==> config.mk <==
export PLATFORM = sky130hd
export DESIGN_NAME = acs_streamer
export DESIGN_NICKNAME = d
export VERILOG_FILES = /design/src/rtl/acs_pkg.sv /design/src/rtl/acs_timebase.sv /design/src/rtl/acs_play.sv /design/src/rtl/acs_rec.sv /design/src/rtl/acs_streamer.sv
export SDC_FILE = /design/constraint.sdc
export NUM_CORES = 1
export LEC_CHECK = 0
export BUFFER_PORTS_ARGS = -buffer_cell sky130_fd_sc_hd__buf_2
export CAP_MARGIN = 5
export CORE_MARGIN = 2
export CORE_UTILIZATION = 54
export DETAILED_ROUTE_END_ITERATION = 7
export MAX_ROUTING_LAYER = met4
export PLACE_DENSITY = 0.78
export RECOVER_POWER = 100
export SYNTH_ARGS = -nofsm -noshare
export SYNTH_HDL_FRONTEND = slang
export SYNTH_SLANG_ARGS = --single-unit
==> constraint.sdc <==
create_clock -name clk_i -period 5.45 [get_ports clk_i]
set_input_delay 0.8175 -clock clk_i [delete_from_list [all_inputs] [get_ports clk_i]]
set_output_delay 0.8175 -clock clk_i [all_outputs]
set_load 0.03 [all_outputs]
==> src/rtl/acs_pkg.sv <==
`timescale 1ns/100ps
package acs_pkg;
  localparam int ACS_W    = 16;
  localparam int ACS_IDXW = $clog2(2 * ACS_W);

  typedef logic [ACS_W-1:0] acs_word_t;

  typedef struct packed {
    logic                bit_start;
    logic                bit_sample;
    logic                frame_end;
    logic [ACS_IDXW-1:0] bit_idx;
  } acs_tick_t;
endpackage

==> src/rtl/acs_timebase.sv <==
`timescale 1ns/100ps
module acs_timebase
  import acs_pkg::*;
#(
  parameter int BIT_CLKS = 71
) (
  input  logic      clk_i,
  input  logic      rst_i,
  output acs_tick_t tick_o,
  output logic      bclk_o,
  output logic      lrclk_o
);
  localparam int CW = $clog2(BIT_CLKS);
  localparam int HALF = BIT_CLKS / 2;
  localparam logic [CW-1:0] CNT_LAST = CW'(BIT_CLKS - 1);
  localparam logic [CW-1:0] CNT_HALF = CW'(HALF);

  logic [CW-1:0]       cnt_q;
  logic [ACS_IDXW-1:0] idx_q;

  always_ff @(posedge clk_i) begin
    if (rst_i) begin
      cnt_q   <= '0;
      idx_q   <= '0;
      bclk_o  <= 1'b0;
      lrclk_o <= 1'b0;
    end else begin
      bclk_o  <= (cnt_q >= CNT_HALF);
      lrclk_o <= idx_q[ACS_IDXW-1];
      if (cnt_q == CNT_LAST) begin
        cnt_q <= '0;
        idx_q <= idx_q + 1'b1;
      end else begin
        cnt_q <= cnt_q + 1'b1;
      end
    end
  end

  always_comb begin
    tick_o.bit_start  = (cnt_q == '0);
    tick_o.bit_sample = (cnt_q == CNT_HALF);
    tick_o.frame_end  = (cnt_q == CNT_LAST) && (idx_q == '1);
    tick_o.bit_idx    = idx_q;
  end

  // frame clock moves only together with a falling bit clock
  p_lr_on_fall_r1: assert property (@(posedge clk_i) disable iff (rst_i)
    !$stable(lrclk_o) |-> $fell(bclk_o));
endmodule

==> src/rtl/acs_play.sv <==
`timescale 1ns/100ps
module acs_play
  import acs_pkg::*;
#(
  parameter int        TONE_FRAMES = 32,
  parameter acs_word_t TONE_AMP    = 16'h2000
) (
  input  logic      clk_i,
  input  logic      rst_i,
  input  acs_tick_t tick_i,
  input  logic      stereo_i,
  input  logic      mute_i,
  input  logic      tone_i,
  input  logic      empty_i,
  input  acs_word_t data_i,
  output logic      rd_o,
  output logic      sdout_o
);
  localparam int TW = (TONE_FRAMES > 1) ? $clog2(TONE_FRAMES) : 1;
  localparam logic [TW-1:0] T_LAST = TW'(TONE_FRAMES - 1);

  logic          pend_q, tneg_q;
  logic [TW-1:0] tcnt_q;
  acs_word_t     hold_q, sh_q;

  logic      right, slot_first, take_new, issue;
  acs_word_t raw, tone_w, out_w;

  always_comb begin
    right      = tick_i.bit_idx[ACS_IDXW-1];
    slot_first = (tick_i.bit_idx[ACS_IDXW-2:0] == '0);
    take_new   = stereo_i | ~right;
    raw        = take_new ? (pend_q ? data_i : '0) : hold_q;
    issue      = (stereo_i | right) & ~empty_i;
    tone_w     = tneg_q ? acs_word_t'(-TONE_AMP) : TONE_AMP;
    out_w      = mute_i ? '0 : (tone_i ? tone_w : raw);
  end

  always_ff @(posedge clk_i) begin
    if (rst_i) begin
      rd_o    <= 1'b0;
      pend_q  <= 1'b0;
      hold_q  <= '0;
      sh_q    <= '0;
      sdout_o <= 1'b0;
      tcnt_q  <= '0;
      tneg_q  <= 1'b0;
    end else begin
      rd_o <= 1'b0;
      if (tick_i.frame_end) begin
        if (tcnt_q == T_LAST) begin
          tcnt_q <= '0;
          tneg_q <= ~tneg_q;
        end else begin
          tcnt_q <= tcnt_q + 1'b1;
        end
      end
      if (tick_i.bit_start) begin
        if (slot_first) begin
          hold_q  <= raw;
          pend_q  <= issue;
          rd_o    <= issue;
          sdout_o <= out_w[ACS_W-1];
          sh_q    <= out_w << 1;
        end else begin
          sdout_o <= sh_q[ACS_W-1];
          sh_q    <= sh_q << 1;
        end
      end
    end
  end

  // a strobe never follows a cycle with the empty flag high
  p_no_rd_empty_r5: assert property (@(posedge clk_i) disable iff (rst_i)
    rd_o |-> !$past(empty_i));
  // read strobe lasts exactly one cycle
  p_rd_pulse_r3: assert property (@(posedge clk_i) disable iff (rst_i)
    rd_o |=> !rd_o);
  // serial output only moves at a bit start
  p_sdout_edge_r2: assert property (@(posedge clk_i) disable iff (rst_i)
    !$stable(sdout_o) |-> $past(tick_i.bit_start));
endmodule

==> src/rtl/acs_rec.sv <==
`timescale 1ns/100ps
module acs_rec
  import acs_pkg::*;
(
  input  logic      clk_i,
  input  logic      rst_i,
  input  acs_tick_t tick_i,
  input  logic      stereo_i,
  input  logic      sdin_i,
  output logic      wr_o,
  output acs_word_t data_o
);
  acs_word_t sh_q;
  logic      slot_last, right;

  always_comb begin
    right     = tick_i.bit_idx[ACS_IDXW-1];
    slot_last = (tick_i.bit_idx[ACS_IDXW-2:0] == '1);
  end

  always_ff @(posedge clk_i) begin
    if (rst_i) begin
      sh_q   <= '0;
      wr_o   <= 1'b0;
      data_o <= '0;
    end else begin
      wr_o <= 1'b0;
      if (tick_i.bit_sample) begin
        sh_q <= {sh_q[ACS_W-2:0], sdin_i};
        if (slot_last && (stereo_i || !right)) begin
          wr_o   <= 1'b1;
          data_o <= {sh_q[ACS_W-2:0], sdin_i};
        end
      end
    end
  end

  // pushed word held between strobes
  p_rec_hold_r10: assert property (@(posedge clk_i) disable iff (rst_i)
    !wr_o |-> $stable(data_o));
  // strobe is a single-cycle pulse
  p_rec_pulse_r10: assert property (@(posedge clk_i) disable iff (rst_i)
    wr_o |=> !wr_o);
endmodule

==> src/rtl/acs_streamer.sv <==
`timescale 1ns/100ps
module acs_streamer
  import acs_pkg::*;
#(
  parameter int BIT_CLKS    = 71,
  parameter int TONE_FRAMES = 32
) (
  input  logic        clk_i,
  input  logic        rst_i,
  output logic        play_rd_o,
  input  logic [15:0] play_data_i,
  input  logic        play_empty_i,
  input  logic        play_stereo_i,
  input  logic        mute_i,
  input  logic        tone_i,
  input  logic [1:0]  rec_stereo_i,
  output logic [1:0]  rec_wr_o,
  output logic [15:0] rec_data0_o,
  output logic [15:0] rec_data1_o,
  output logic        bclk_o,
  output logic        lrclk_o,
  output logic        sdout_o,
  input  logic [1:0]  sdin_i
);
  localparam int NREC = 2;

  acs_tick_t tick;
  acs_word_t rec_data [NREC];

  acs_timebase #(.BIT_CLKS(BIT_CLKS)) u_tb (
    .clk_i(clk_i), .rst_i(rst_i), .tick_o(tick),
    .bclk_o(bclk_o), .lrclk_o(lrclk_o)
  );

  acs_play #(.TONE_FRAMES(TONE_FRAMES)) u_play (
    .clk_i(clk_i), .rst_i(rst_i), .tick_i(tick),
    .stereo_i(play_stereo_i), .mute_i(mute_i), .tone_i(tone_i),
    .empty_i(play_empty_i), .data_i(play_data_i),
    .rd_o(play_rd_o), .sdout_o(sdout_o)
  );

  for (genvar ch = 0; ch < NREC; ch++) begin : g_rec
    acs_rec u_rec (
      .clk_i(clk_i), .rst_i(rst_i), .tick_i(tick),
      .stereo_i(rec_stereo_i[ch]), .sdin_i(sdin_i[ch]),
      .wr_o(rec_wr_o[ch]), .data_o(rec_data[ch])
    );
  end

  assign rec_data0_o = rec_data[0];
  assign rec_data1_o = rec_data[1];

  // nothing strobes in the cycle right after a reset cycle
  p_quiet_after_reset_r11: assert property (@(posedge clk_i)
    $past(rst_i) |-> (!play_rd_o && rec_wr_o == 2'b00));
endmodule

==> qor.yml <==
path_clk_slew_ps: 60
synthesis.nets: 607
cp_slowest_stage_delay_ps: 1490
cpLargestDelayFamily: "buffers and inverters"
overflow: 0
die_w_um: 98.1
netlist_instances: 573
rows: 34
initial_core_util_pct: 55.1
ys_dominant_reg_cell: "dfxtp_1"
worst_pin_slew_ps: 2130
p_leak_nw: 1.97
fin_skew_ps: 7.09
diodes: 0
pin_count: 64
drt_first_pass_iters: 5
grt_pass1_wl_um: 17000
die_h_um: 98.1
setup_violations: 0
fin_area_um2: 5570
tns_ps: 0
synth_edf_count: 0
cts_buffer_depth: 2
utilization_pct: 64.1
crit_path_end_kind: "flop"
core_area_um2: 8680
cts-root-buf: "clkbuf_8"
drc: 0
violations: "capacitance limit, slew limit"
drt_iter0_drc: 163
ys_types: 48
clk_latency_ps: 520
fin_crit_ps: 2850
grt_pass1_vias: 3746
critPathBufInv: 1
rsz0062_at_grt: "no"
drt_wl_total_um: 10000
dp_hpwl_um: 6310
post_drt_wl_per_cell_um: 13.6
grt_start_max_net_pins: 53
cap_violations: 1
portBuffers: 63
post_cts_buffers: 0
slew_headroom_pct: -42.2
grt.total_usage_pct: 21.9
irDropWorstVdd_mv: 0.206
ys_warn_count: 0
finalNonFillerCells: 734
synth-seq-cells: 118
critical_path.max_fanout: 52
placed_cells: 702
ant_nets: 0
cts_tree: "built"
clock_sinks: 118
placed_cell_area_um2: 5060
dp_slack_ps: 2880
cts-htree-levels: 4
postCtsHoldBufs: 0
fin_hold_ws_ps: 451
p_total_mw: 2.08
critPathLaunchType: "input port"
postCtsResizedCells: 0
drv_slew: 53
ys_seq_area_share_pct: 49.4
crit_arrival_ps: 3250
finalNetCount: 647
syn_area_um2: 4790
critical_path_class: "input port to flop"
period_share_pct: 52.2
slowest_stage: "clkbuf_1"
crit_path_cell_trace: "clkbuf_1 -> a21oi_1 -> o2bb2ai_1"
worstPathRequired_ps: 5850
avgSynthCellArea_um2: 8.35
hp-class: "flop to flop"
pwr_density_cell_nw_per_um2: 373
area_growth_pct: 16.3
num_vias: 4038
antenna_found_initial: 0
drive_gt1_share_pct: 11.2
gp_congestion: 0.849
async_reset_ff_share_pct: 0
viasPerCell: 5.50
max_freq_ghz: 0.351
fin_ws_ps: 2600
status: "finished with violations"
hold_viol_final: 0
cts_buffers: 17
die-area_um2: 9630
-- logic make-up after synthesis --
kind of cell | after synthesis | share of synthesized area (%)
DFF | 118 | 49.4
muxes | 3 | 0.627
buffers and inverters | 50 | 4.52
AOI/OAI and AO/OA | 121 | 15.5
xor gates and xnor gates | 9 | 1.65
adders and majority gates | 8 | 2.09
and+or+nand+nor | 264 | 26.2
-- per-layer routing --
metal | global-route usage, % | part of all wire, %
met1 | 27.5 | 47
met2 | 34.6 | 47
met5 | - | 0
met4 | 6.64 | 1.1
met3 | 6.37 | 5.2
-- cells in the final DEF (no fill, tap or decap), types with 8 or more instances in the layout --
cell,instances
nand2_1,146
dfxtp_1,118
a21oi_1,70
nor2_1,42
clkbuf_1,39
buf_2,24
o21ai_0,17
nand3b_1,17
nor3_1,17
clkbuf_16,16
o2bb2ai_1,13
a221oi_1,9
ha_1,8
-- flip-flops by register name, indices dropped and copies added (netlist names), 2 cells and up --
register and cells:
u_play.sh_q 15, u_play.tcnt_q 5, u_tb.idx_q 5, g_rec.u_rec.data_o 32
g_rec.u_rec.sh_q 30, g_rec.u_rec.wr_o 2, u_play.hold_q 16, u_tb.cnt_q 7
-- final timing paths --
check                             endpoint  cells after the start  slack [ps]                startpoint
setup / recovery         u_play.hold_q[10]                      3        2600                     rst_i
hold / removal    g_rec[0].u_rec.data_o[2]                      2         450  g_rec[0].u_rec.data_o[2]
setup reg to reg            u_play.sh_q[2]                      6        2840             u_tb.idx_q[0]
hold reg to reg   g_rec[0].u_rec.data_o[2]                      2         450  g_rec[0].u_rec.data_o[2]
-- layout make-up --
cell class / instances / area [µm²]
Clock buffer: 18 / 428
Tap cell: 108 / 135
Sequential cell: 118 / 2360
Inverter: 6 / 22.5
Timing Repair Buffer: 65 / 282
Fill cell: 775 / 3110
Clock inverter: 14 / 153
Multi-Input combinational cell: 405 / 2180
-- synth_stat cells, types with 3 or more instances --
cell type | count | area, µm²
nor2_1 | 43 | 161
nand4b_1 | 3 | 26.3
inv_1 | 6 | 22.5
buf_2 | 8 | 40.0
xor2_1 | 5 | 43.8
buf_4 | 3 | 22.5
o2bb2ai_1 | 13 | 114
nand3_1 | 5 | 25.0
xnor2_1 | 4 | 35.0
a221oi_1 | 9 | 78.8
nand2_1 | 146 | 548
o21ai_0 | 17 | 85.1
a221oi_2 | 3 | 45.0
nand3b_1 | 17 | 128
a211oi_1 | 4 | 30.0
dfxtp_1 | 118 | 2360
clkbuf_1 | 31 | 116
ha_1 | 8 | 100
nor3_1 | 17 | 85.1
mux2i_1 | 3 | 30.0
and3_1 | 4 | 25.0
a21oi_1 | 69 | 345
nand2b_1 | 4 | 25.0
-- power breakdown --
group	internal, mW	switching (mW)	leakage [nW]
sequential	0.883	0.0148	0.954
combinational	0.0393	0.0676	0.741
clock	0.665	0.406	0.279
total	1.59	0.489	1.97
-- worst reg2reg max path, delay by kind of cell (launching register included) --
kind | cells | cell delay, ps
fa+ha+maj | 1 | 140
buf+inv | 1 | 90
simple gates | 3 | 1770
flops | 1 | 320
compound gates | 1 | 220
No activity file was read; power rests on OpenSTA's default activity.
